File: src/rtl/cpu16_pkg.sv
package cpu16_pkg;

  localparam int XLEN = 16;
  localparam int REGW = 3;
  localparam int IMMW = 7;
  localparam int TGTW = 13;

  localparam logic [2:0] OP_RTYPE = 3'd0;
  localparam logic [2:0] OP_LOAD  = 3'd1;
  localparam logic [2:0] OP_STORE = 3'd2;
  localparam logic [2:0] OP_BEQ   = 3'd3;
  localparam logic [2:0] OP_ADDI  = 3'd4;
  localparam logic [2:0] OP_JUMP  = 3'd5;
  localparam logic [2:0] OP_NOP   = 3'd6;
  localparam logic [2:0] OP_HALT  = 3'd7;

  localparam logic [3:0] FN_LAST = 4'd4;

  typedef enum logic [3:0] {
    S_FETCH, S_DECODE, S_EXEC_R, S_EXEC_I, S_ADDR, S_MEM_RD,
    S_WB, S_MEM_WR, S_BR_CMP, S_BR_TAKE, S_JUMP, S_HALT
  } state_e;

  typedef enum logic [2:0] {
    ALU_ADD, ALU_SUB, ALU_AND, ALU_OR, ALU_SLT
  } alu_op_e;

  typedef enum logic [0:0] {SA_PC, SA_REG} src_a_e;
  typedef enum logic [1:0] {SB_ONE, SB_REG, SB_IMM} src_b_e;

  typedef struct packed {
    logic    mem_rd;
    logic    mem_we;
    logic    addr_mar;
    logic    ir_ld;
    logic    pc_ld;
    logic    pc_jump;
    logic    ab_ld;
    logic    mar_ld;
    logic    mdr_ld;
    logic    rf_we;
    logic    rf_dst_rd;
    logic    rf_src_mdr;
    src_a_e  src_a;
    src_b_e  src_b;
    alu_op_e alu_op;
  } ctl_t;

  function automatic alu_op_e funct_op(logic [3:0] f);
    case (f)
      4'd0:    return ALU_ADD;
      4'd1:    return ALU_SUB;
      4'd2:    return ALU_AND;
      4'd3:    return ALU_OR;
      default: return ALU_SLT;
    endcase
  endfunction

endpackage

File: src/rtl/cpu16_alu.sv
module cpu16_alu
  import cpu16_pkg::*;
#(
  parameter int W = 16
) (
  input  logic [W-1:0] a_i,
  input  logic [W-1:0] b_i,
  input  alu_op_e      op_i,
  output logic [W-1:0] y_o,
  output logic         zero_o
);

  always_comb begin
    case (op_i)
      ALU_ADD: y_o = a_i + b_i;
      ALU_SUB: y_o = a_i - b_i;
      ALU_AND: y_o = a_i & b_i;
      ALU_OR:  y_o = a_i | b_i;
      ALU_SLT: y_o = {{(W-1){1'b0}}, ($signed(a_i) < $signed(b_i))};
      default: y_o = '0;
    endcase
  end

  assign zero_o = (y_o == '0);

endmodule

File: src/rtl/cpu16_regfile.sv
module cpu16_regfile #(
  parameter int W  = 16,
  parameter int N  = 8,
  localparam int AW = $clog2(N)
) (
  input  logic          clk_i,
  input  logic          rst_ni,
  input  logic [AW-1:0] rs_addr_i,
  input  logic [AW-1:0] rt_addr_i,
  input  logic          we_i,
  input  logic [AW-1:0] wa_i,
  input  logic [W-1:0]  wd_i,
  output logic [W-1:0]  rs_data_o,
  output logic [W-1:0]  rt_data_o
);

  logic [W-1:0] regs_q [N];

  for (genvar g = 0; g < N; g++) begin : g_reg
    always_ff @(posedge clk_i or negedge rst_ni) begin
      if (!rst_ni)                          regs_q[g] <= '0;
      else if (we_i && wa_i == AW'(g))      regs_q[g] <= wd_i;
    end
  end

  assign rs_data_o = regs_q[rs_addr_i];
  assign rt_data_o = regs_q[rt_addr_i];

endmodule

File: src/rtl/cpu16_ctrl.sv
module cpu16_ctrl
  import cpu16_pkg::*;
(
  input  logic       clk_i,
  input  logic       rst_ni,
  input  logic [2:0] opcode_i,
  input  logic [3:0] funct_i,
  input  logic       zero_i,
  output state_e     state_o,
  output ctl_t       ctl_o
);

  state_e state_q, state_d;

  always_ff @(posedge clk_i or negedge rst_ni) begin
    if (!rst_ni) state_q <= S_FETCH;
    else         state_q <= state_d;
  end

  always_comb begin
    state_d = S_FETCH;
    case (state_q)
      S_FETCH:  state_d = S_DECODE;
      S_DECODE: begin
        case (opcode_i)
          OP_RTYPE:          state_d = S_EXEC_R;
          OP_LOAD, OP_STORE: state_d = S_ADDR;
          OP_BEQ:            state_d = S_BR_CMP;
          OP_ADDI:           state_d = S_EXEC_I;
          OP_JUMP:           state_d = S_JUMP;
          OP_HALT:           state_d = S_HALT;
          default:           state_d = S_FETCH;
        endcase
      end
      S_ADDR:   state_d = (opcode_i == OP_LOAD) ? S_MEM_RD : S_MEM_WR;
      S_MEM_RD: state_d = S_WB;
      S_BR_CMP: state_d = zero_i ? S_BR_TAKE : S_FETCH;
      S_HALT:   state_d = S_HALT;
      default:  state_d = S_FETCH;
    endcase
  end

  // Moore outputs: a function of state and the latched instruction only
  always_comb begin
    ctl_o        = '0;
    ctl_o.src_a  = SA_REG;
    ctl_o.src_b  = SB_REG;
    ctl_o.alu_op = ALU_ADD;
    case (state_q)
      S_FETCH: begin
        ctl_o.mem_rd = 1'b1;
        ctl_o.ir_ld  = 1'b1;
        ctl_o.pc_ld  = 1'b1;
        ctl_o.src_a  = SA_PC;
        ctl_o.src_b  = SB_ONE;
      end
      S_DECODE: ctl_o.ab_ld = 1'b1;
      S_EXEC_R: begin
        ctl_o.alu_op    = funct_op(funct_i);
        ctl_o.rf_we     = (funct_i <= FN_LAST);
        ctl_o.rf_dst_rd = 1'b1;
      end
      S_EXEC_I: begin
        ctl_o.src_b = SB_IMM;
        ctl_o.rf_we = 1'b1;
      end
      S_ADDR: begin
        ctl_o.src_b  = SB_IMM;
        ctl_o.mar_ld = 1'b1;
      end
      S_MEM_RD: begin
        ctl_o.mem_rd   = 1'b1;
        ctl_o.addr_mar = 1'b1;
        ctl_o.mdr_ld   = 1'b1;
      end
      S_WB: begin
        ctl_o.rf_we      = 1'b1;
        ctl_o.rf_src_mdr = 1'b1;
      end
      S_MEM_WR: begin
        ctl_o.mem_we   = 1'b1;
        ctl_o.addr_mar = 1'b1;
      end
      S_BR_CMP: ctl_o.alu_op = ALU_SUB;
      S_BR_TAKE: begin
        ctl_o.src_a = SA_PC;
        ctl_o.src_b = SB_IMM;
        ctl_o.pc_ld = 1'b1;
      end
      S_JUMP: begin
        ctl_o.pc_ld   = 1'b1;
        ctl_o.pc_jump = 1'b1;
      end
      default: ;
    endcase
  end

  assign state_o = state_q;


  fetch_then_decode_chk: assert property (@(posedge clk_i) disable iff (!rst_ni)
    (state_q == S_FETCH) |=> (state_q == S_DECODE));


  halt_sticky_chk: assert property (@(posedge clk_i) disable iff (!rst_ni)
    (state_q == S_HALT) |=> (state_q == S_HALT));

endmodule

File: src/rtl/cpu16_core.sv
module cpu16_core
  import cpu16_pkg::*;
#(
  parameter int MEM_WORDS = 255
) (
  input  logic            clk_i,
  input  logic            rst_ni,
  output logic [XLEN-1:0] mem_addr_o,
  output logic [XLEN-1:0] mem_wdata_o,
  input  logic [XLEN-1:0] mem_rdata_i,
  output logic            mem_rd_o,
  output logic            mem_we_o,
  output logic [XLEN-1:0] disp_o,
  output logic            halted_o
);

  localparam logic [XLEN-1:0] DISP_ADDR = XLEN'(MEM_WORDS - 1);

  state_e state;
  ctl_t   ctl;

  logic [XLEN-1:0] pc_q, ir_q, a_q, b_q, mar_q, mdr_q, disp_q;
  logic [XLEN-1:0] rs_data, rt_data, alu_a, alu_b, alu_y, imm_sx, tgt_zx, rf_wd;
  logic [REGW-1:0] rf_wa;
  logic            alu_zero;

  assign imm_sx = {{(XLEN-IMMW){ir_q[IMMW-1]}}, ir_q[IMMW-1:0]};
  assign tgt_zx = {{(XLEN-TGTW){1'b0}}, ir_q[TGTW-1:0]};

  cpu16_ctrl u_ctrl (
    .clk_i    (clk_i),
    .rst_ni   (rst_ni),
    .opcode_i (ir_q[15:13]),
    .funct_i  (ir_q[3:0]),
    .zero_i   (alu_zero),
    .state_o  (state),
    .ctl_o    (ctl)
  );

  assign rf_wa = ctl.rf_dst_rd ? ir_q[6:4] : ir_q[9:7];
  assign rf_wd = ctl.rf_src_mdr ? mdr_q : alu_y;

  cpu16_regfile #(.W(XLEN), .N(8)) u_rf (
    .clk_i     (clk_i),
    .rst_ni    (rst_ni),
    .rs_addr_i (ir_q[12:10]),
    .rt_addr_i (ir_q[9:7]),
    .we_i      (ctl.rf_we),
    .wa_i      (rf_wa),
    .wd_i      (rf_wd),
    .rs_data_o (rs_data),
    .rt_data_o (rt_data)
  );

  assign alu_a = (ctl.src_a == SA_PC) ? pc_q : a_q;

  always_comb begin
    case (ctl.src_b)
      SB_ONE:  alu_b = XLEN'(1);
      SB_IMM:  alu_b = imm_sx;
      default: alu_b = b_q;
    endcase
  end

  cpu16_alu #(.W(XLEN)) u_alu (
    .a_i    (alu_a),
    .b_i    (alu_b),
    .op_i   (ctl.alu_op),
    .y_o    (alu_y),
    .zero_o (alu_zero)
  );

  always_ff @(posedge clk_i or negedge rst_ni) begin
    if (!rst_ni) begin
      pc_q   <= '0;
      ir_q   <= '0;
      a_q    <= '0;
      b_q    <= '0;
      mar_q  <= '0;
      mdr_q  <= '0;
      disp_q <= '0;
    end else begin
      if (ctl.ir_ld)  ir_q  <= mem_rdata_i;
      if (ctl.pc_ld)  pc_q  <= ctl.pc_jump ? tgt_zx : alu_y;
      if (ctl.ab_ld) begin
        a_q <= rs_data;
        b_q <= rt_data;
      end
      if (ctl.mar_ld) mar_q <= alu_y;
      if (ctl.mdr_ld) mdr_q <= mem_rdata_i;
      if (ctl.mem_we && mar_q == DISP_ADDR) disp_q <= b_q;
    end
  end

  assign mem_addr_o  = ctl.addr_mar ? mar_q : pc_q;
  assign mem_wdata_o = b_q;
  assign mem_rd_o    = ctl.mem_rd;
  assign mem_we_o    = ctl.mem_we;
  assign disp_o      = disp_q;
  assign halted_o    = (state == S_HALT);


  strobe_excl_chk: assert property (@(posedge clk_i) disable iff (!rst_ni)
    !(mem_rd_o && mem_we_o));


  pc_advance_chk: assert property (@(posedge clk_i) disable iff (!rst_ni)
    (state == S_FETCH) |=> (pc_q == $past(pc_q) + XLEN'(1)));


  halt_quiet_chk: assert property (@(posedge clk_i) disable iff (!rst_ni)
    halted_o |=> (halted_o && !mem_rd_o && !mem_we_o));


  disp_hold_chk: assert property (@(posedge clk_i) disable iff (!rst_ni)
    (mem_we_o && mem_addr_o != DISP_ADDR) |=> $stable(disp_o));


  disp_load_chk: assert property (@(posedge clk_i) disable iff (!rst_ni)
    (mem_we_o && mem_addr_o == DISP_ADDR) |=> (disp_o == $past(mem_wdata_o)));

endmodule

File: config.mk
export PLATFORM = sky130hd
export DESIGN_NAME = cpu16_core
export DESIGN_NICKNAME = d
export VERILOG_FILES = /design/src/rtl/cpu16_pkg.sv /design/src/rtl/cpu16_alu.sv /design/src/rtl/cpu16_regfile.sv /design/src/rtl/cpu16_ctrl.sv /design/src/rtl/cpu16_core.sv
export SDC_FILE = /design/constraint.sdc
export NUM_CORES = 1
export LEC_CHECK = 0
export ABC_AREA = 0
export CAP_MARGIN = 20
export CORE_MARGIN = 5
export CORE_UTILIZATION = 47
export DETAILED_ROUTE_END_ITERATION = 8
export PLACE_DENSITY = 0.64
export SYNTH_ARGS = -nofsm -noshare
export SYNTH_HDL_FRONTEND = slang
export SYNTH_SLANG_ARGS = --single-unit
File: constraint.sdc
create_clock -name clk_i -period 11.29 [get_ports clk_i]
set_input_delay 2.258 -clock clk_i [delete_from_list [all_inputs] [get_ports clk_i]]
set_output_delay 2.258 -clock clk_i [all_outputs]
set_load 0.01 [all_outputs]
# After elaboration in Yosys (flattened, before gate mapping)
# Index checks and enable logic that the tools add are counted.
dict set report word_totals {
  register_bits 244
  out_inout_bits 51
}
dict set report classes {
  addsub 2
  magnitude_cmp 4
  eq_ne 33
  mux 32
  bitwise_logic 4
  n_reduce_logical 23
}
# operator n
set ops {}
lappend ops {{two-way mux 16 bit} 8}
lappend ops {{binary-select mux 16 bit (select 3 bit)} 2}
lappend ops {{one-hot mux 16 bit (5 select lines)} 1}
lappend ops {{one-hot mux 4 bit (6 select lines)} 2}
lappend ops {{one-hot mux 16 bit (2 select lines)} 1}
lappend ops {{equality test 3 bit, second input constant} 8}
lappend ops {{equality test 3 x 2 -> 1 bit, second input constant} 6}
lappend ops {{adder 16 bit} 1}
lappend ops {{AND 16 bit} 1}
lappend ops {{equality test 16 x 8 -> 1 bit, second input constant} 1}
lappend ops {{equality test 4 x 2 -> 1 bit, second input constant} 4}
lappend ops {{equality test 4 x 3 -> 1 bit, second input constant} 4}
lappend ops {{equality test 4 bit, second input constant} 4}
lappend ops {{zero test 16 bit} 1}
lappend ops {{< comparator 16 bit} 1}
lappend ops {{bitwise OR 16 bit} 1}
lappend ops {{subtractor 16 bit} 1}
lappend ops {{one-hot mux 3 bit (4 select lines)} 1}
lappend ops {{two-way mux 1 bit} 11}
lappend ops {{OR reduction 2 bit} 5}
lappend ops {{equality test 3 x 1 -> 1 bit, second input constant} 3}
lappend ops {{logical AND 1 bit} 9}
lappend ops {{zero test 3 bit} 3}
lappend ops {{equality test 4 x 1 -> 1 bit, second input constant} 2}
lappend ops {{13 further kinds} 17}

# Longest topological paths before layout
dict set report logic_depth {
  ltp_word 10
  ltp_mapped 20
}

# Hierarchy
# From an unflattened synthesis, not the netlist that was laid out.
dict set report hier_totals {
  hier_cells 1224
  area_unflattened_um2 15245.9
}
# mod n_inst cells_each area_each_um2 seq_area_each_um2
set modules_own_cells {}
lappend modules_own_cells {cpu16_regfile 1 393 7000.5 3203.1}
lappend modules_own_cells {cpu16_core 1 377 5084.9 2802.7}
lappend modules_own_cells {cpu16_alu 1 386 2665.1 0.0}
lappend modules_own_cells {cpu16_ctrl 1 68 495.5 100.1}

# Worst setup path before layout
# No wires, ideal clock.
dict set report synth_timing {
  kind {reg-to-reg}
  startpoint {reg u_ctrl.state_q[3] (netlist: u_ctrl.state_o[3])}
  endpoint {reg u_rf.regs_q[108] in the netlist's numbering}
  setup_time_ps 66
  arrival_time_ps 4495
  path_slack_ps 6729
  stages_incl_launch_ff 20
  n_path_buf 3
  period_less_slack_ps 4561
  cell_sequence {dfrtp_1 > clkbuf_1 > xor2_1 > or3_1 > clkbuf_1 > clkbuf_1 > mux2_2 > inv_1 > ha_1 > inv_1 > fa_1 > nor2b_1 > o311ai_1 > a21oi_1 > a211oi_1 > and2_1 > o22ai_1 > and2_1 > a21oi_1 > mux2_2}
}
dict set report synth_between {
  elab_chain_cells 8
  word_cells_on_any_way 33
  classes_between {add/sub (2); eq/ne (12); mux (10); bitwise (2); reduce/logical (7)}
}
# item line
set synth_rtl {}
lappend synth_rtl {{start, declared} cpu16_ctrl.sv:13} ;# state_e state_q, state_d;
lappend synth_rtl {{start signal, assigned} cpu16_ctrl.sv:17} ;# else state_q <= state_d;
lappend synth_rtl {{equality test 4 x 2 -> 1 bit (tied with other cells)} cpu16_ctrl.sv:49} ;# case (state_q)
lappend synth_rtl {{OR reduction 3 bit (no source line)} n/a}
lappend synth_rtl {{one-hot mux 2 bit (2 select lines)} cpu16_ctrl.sv:49}
lappend synth_rtl {{equality test 2 bit or zero test 2 bit (tied branches)} cpu16_core.sv:58} ;# case (ctl.src_b)
lappend synth_rtl {{one-hot mux 16 bit (2 select lines)} cpu16_core.sv:58}
lappend synth_rtl {{subtractor 16 bit (tied with other cells)} cpu16_alu.sv:16} ;# ALU_SUB: y_o = a_i - b_i;
lappend synth_rtl {{one-hot mux 16 bit (5 select lines)} cpu16_alu.sv:14} ;# case (op_i)
lappend synth_rtl {{two-way mux 16 bit} cpu16_core.sv:41} ;# assign rf_wd = ctl.rf_src_mdr ? mdr_q : alu_y;
lappend synth_rtl {{end signal, assigned by index} cpu16_regfile.sv:22} ;# else if (we_i && wa_i == AW'(g)) regs_q[g] <= wd_i;
lappend synth_rtl {{end, declared} cpu16_regfile.sv:17} ;# logic [W-1:0] regs_q [N];
# Parallel ways exist; a longest one is shown, timed or not.
# A chain may end at the register's enable or synchronous reset.

# Worst setup path after layout
dict set report layout_timing {
  startpoint {reg u_ctrl.state_q[3] (netlist: u_ctrl.state_o[3])}
  endpoint {reg u_rf.regs_q[96] in the netlist's numbering}
}
dict set report layout_between {
  elab_chain_cells 8
  word_cells_on_any_way 34
  classes_between {add/sub (2); order compare (1); eq/ne (12); mux (10); bitwise (2); reduce/logical (7)}
}
# item line
set layout_rtl {}
lappend layout_rtl {{equality test 4 x 2 -> 1 bit (tied with other cells)} cpu16_ctrl.sv:49}
lappend layout_rtl {{OR reduction 3 bit (no source line)} n/a}
lappend layout_rtl {{one-hot mux 2 bit (2 select lines)} cpu16_ctrl.sv:49}
lappend layout_rtl {{equality test 2 bit or zero test 2 bit (tied branches)} cpu16_core.sv:58}
lappend layout_rtl {{one-hot mux 16 bit (2 select lines)} cpu16_core.sv:58}
lappend layout_rtl {{subtractor 16 bit (tied with other cells)} cpu16_alu.sv:16}
lappend layout_rtl {{one-hot mux 16 bit (5 select lines)} cpu16_alu.sv:14}
lappend layout_rtl {{two-way mux 16 bit} cpu16_core.sv:41}
# Parallel ways exist; a longest one is shown, timed or not.

==> impl_metrics.yaml <==
floorplan:
  num_rows: 64
  die_width_um: 185
  ioPinCount: 69
  core_um2: 30300
  start_util_pct: 47.2
  die_area_um2: 34000
  die_y_um: 185
drt:
  wl_per_cell_um: 23.8
  drt_wl_total_um: 40600
  drcViolationCount: 0
  detail-route-antenna-nets: 0
  dr.pass1.iters: 6
  viasPerCell: 6.14
  vias: 10500
  drt-initial-drc-count: 913
layout:
  fin_nets: 1357
  drive_gt1_share_pct: 26.6
  diodes: 0
  stdcell_count: 1703
  syn_to_final_growth_pct: 13.0
setup_path:
  r2r_cells: 18
  cp_common_cell: "a21oi_1"
  startpoint_type: "register"
  crit_fanout: 14
  worstReg2RegEnd: "u_rf.regs_q[96]$_DFFE_PN0P_"
  cp_slowest_cell: "dfrtp_1"
  required_ns: 11.76
  crit_buf_inv: 2
  r2r_slack_ns: 5.61
  path_cells: "nand2b_1 -> nor2_1 -> a21oi_1 -> o32a_1 -> nor2_1 -> a21oi_1 -> ha_1 -> inv_1 -> fa_1 -> nor2b_1 -> o311ai_1 -> a21oi_1 -> a211oi_1 -> o221ai_1 -> o2111ai_1 -> inv_1 -> a21oi_1 -> mux2_2"
  critPathKind: "register to register"
  crit_path_end_kind: "register"
  critical_path.top_delay_family: "compound AO/OA/AOI/OAI gates"
  arrival_ns: 6.14
  regToRegStartpoint: "u_ctrl.state_o[3]$_DFF_PN0_"
  cpPeakStageDelay_ns: 0.67
logic_synthesis:
  synthCells: 1250
  syn_avg_cell_area_um2: 11.5
  synth_nets: 1318
  synthTopCellsByArea: "dfrtp_1, mux2_2, mux4_2, ha_1, a21oi_1"
  ys_seq_area_share_pct: 42.7
  synth_commonest_cells: "dfrtp_1, mux2_2, a21oi_1, nor2_1, nand2_1"
  synth_top_area_share_pct: 42.7
  yosys_register_bits: 244
  syn_area_um2: 14300
  ys_types: 82
  synth_top_area_cell: "dfrtp_1"
  synth_ff_type: "dfrtp_1"
  synth-edff-count: 0
  synth-warning-count: 0
  yosysMostFrequentCell: "dfrtp_1"
  async_flop_share_pct: 100
placement:
  place_inst: 1656
  hpwl_um: 27700
  port_buffers: 68
  gp_congestion: 0.898
job:
  max_cap_violations: 0
grt:
  grt_max_degree: 128
  grt_pass1_vias: 10400
  overflow: 0
  grt_pass1_wl_um: 62800
  grtUsageTotal_pct: 23.8
  antenna_found_initial: 0
sta:
  clock_skew_ns: 0.0112
  finalCritPeriodShare_pct: 50.3
  grt_setup_unrepaired: "no"
  worst_pin_slew_ns: 1.05
  setup_viol: 0
  maxSlewHeadroom_pct: 30.3
  fmax_mhz: 176
  drv_slew: 0
  fin_tns_setup_ns: 0
  hold_slack_ns: 0.504
  hold_viol_final: 0
  period_minus_slack_ns: 5.68
clock_network:
  cts_buffers: 27
  clkLatencyLatePin_ns: 0.53
  ctsLongestPathBuffers: 3
  ctsHoldBuffers: 0
  post_cts_buffers: 0
  clkTransAtPathRegs_ns: 0.06
  clockRootBuffer: "clkbuf_16"
  cts_resized: 0
  tritoncts: "done"
  clkSinkCount: 244
  h-tree-depth: 1
hold_path:
  hold_depth: 1
  whs_endpoint: "disp_o[13]$_DFFE_PN0P_"
  min_path_type: "register to register"
  holdCritStartpoint: "disp_o[13]$_DFFE_PN0P_"
run_status:
  status: "finished, final reports clean"
-- layer usage --
metal | vias to the layer above | track usage, % | wire length, um
met4 | 0 | 5.24 | 881
met1 | 5404 | 34.6 | 18100
met2 | 325 | 38.6 | 19500
li1 | 4665 | - | -
met3 | 65 | 2.86 | 2160
met5 | - | 0 | 0
-- state kept, by name, summed over array words and instances, names as in the netlist --
register / cells
u_rf.regs_q: 128
a_q: 16
disp_o: 16
ir_q: 16
mar_q: 16
mdr_q: 16
mem_wdata_o: 16
pc_q: 16
u_ctrl.state_o: 4
-- cell type report --
class	instances	area, um^2
timing repair buffer	93	873
tap	396	495
multi-input combinational	858	7620
sequential	244	6110
clock buffer	37	753
clock inverter	10	87.6
fill	2644	14200
inverter	65	244
-- placed cells by master, fill, tap and decap left out, types with 5 or more instances in the layout --
cell | synthesis | final
a21o_1 | 13 | 13
a21oi_1 | 93 | 92
a221o_1 | 7 | 7
a22oi_1 | 21 | 21
and2_1 | 7 | 7
buf_4 | 7 | 25
clkbuf_1 | 54 | 6
clkbuf_16 | 0 | 27
clkdlybuf4s50_1 | 0 | 67
clkinv_2 | 0 | 5
dfrtp_1 | 244 | 242
ha_1 | 48 | 48
inv_1 | 65 | 65
mux2_2 | 181 | 181
mux2_4 | 6 | 6
mux2i_1 | 37 | 37
mux4_2 | 64 | 64
nand2_1 | 71 | 71
nand2b_1 | 11 | 11
nand3_1 | 10 | 10
nand4_1 | 5 | 5
nor2_1 | 93 | 90
nor2b_1 | 10 | 10
nor3_1 | 9 | 8
o211ai_1 | 5 | 5
o21ai_0 | 49 | 49
o221ai_1 | 8 | 8
o22ai_1 | 13 | 13
o31ai_1 | 5 | 5
-- cells by family (layout without fill, tap and decap cells) --
logic type               count (synthesis)  after routing  share of synthesized area [%]
buffers and inverters                  148            205                           4.39
multiplexers                           289            289                           27.7
AO/OA/AOI/OAI                          266            266                           12.2
XOR/XNOR                                 2              2                          0.122
adder cells (fa/ha/maj)                 50             50                           4.48
AND/OR/NAND/NOR                        251            251                           8.50
flip-flops                             244            244                           42.7
-- how the worst max path moves through the flow --
| stage | from | endpoint | slack, ns | cells after the start |
|---|---|---|---|---|
| after global routing | u_ctrl.state_o[3]$_DFF_PN0_ | u_rf.regs_q[80]$_DFFE_PN0P_ | 5.31 | 18 |
| after global placement | u_ctrl.state_o[3]$_DFF_PN0_ | u_rf.regs_q[112]$_DFFE_PN0P_ | 6.01 | 18 |
| after CTS | u_ctrl.state_o[3]$_DFF_PN0_ | u_rf.regs_q[96]$_DFFE_PN0P_ | 5.83 | 18 |
| final | u_ctrl.state_o[3]$_DFF_PN0_ | u_rf.regs_q[96]$_DFFE_PN0P_ | 5.61 | 18 |
| after floorplan | u_ctrl.state_o[3]$_DFF_PN0_ | u_rf.regs_q[108]$_DFFE_PN0P_ | 6.73 | 19 |
| after detailed placement | u_ctrl.state_o[3]$_DFF_PN0_ | u_rf.regs_q[48]$_DFFE_PN0P_ | 5.85 | 18 |
-- stage by stage --
| step | utilization, % | setup slack [ns] | area, um^2 |
|---|---|---|---|
| floorplan | - | 6.73 | 14300 |
| global placement | 50.5 | 6.01 | 15300 |
| detailed placement | 50.5 | 5.85 | 15300 |
| CTS | 53.3 | 5.83 | 16200 |
| global route | 53.3 | 5.31 | 16200 |
| finish | 53.3 | 5.61 | 16200 |
Power is left out: the tool's default activity adds up to more than one toggle a clock period on the data nets, which glitch-free logic cannot reach.
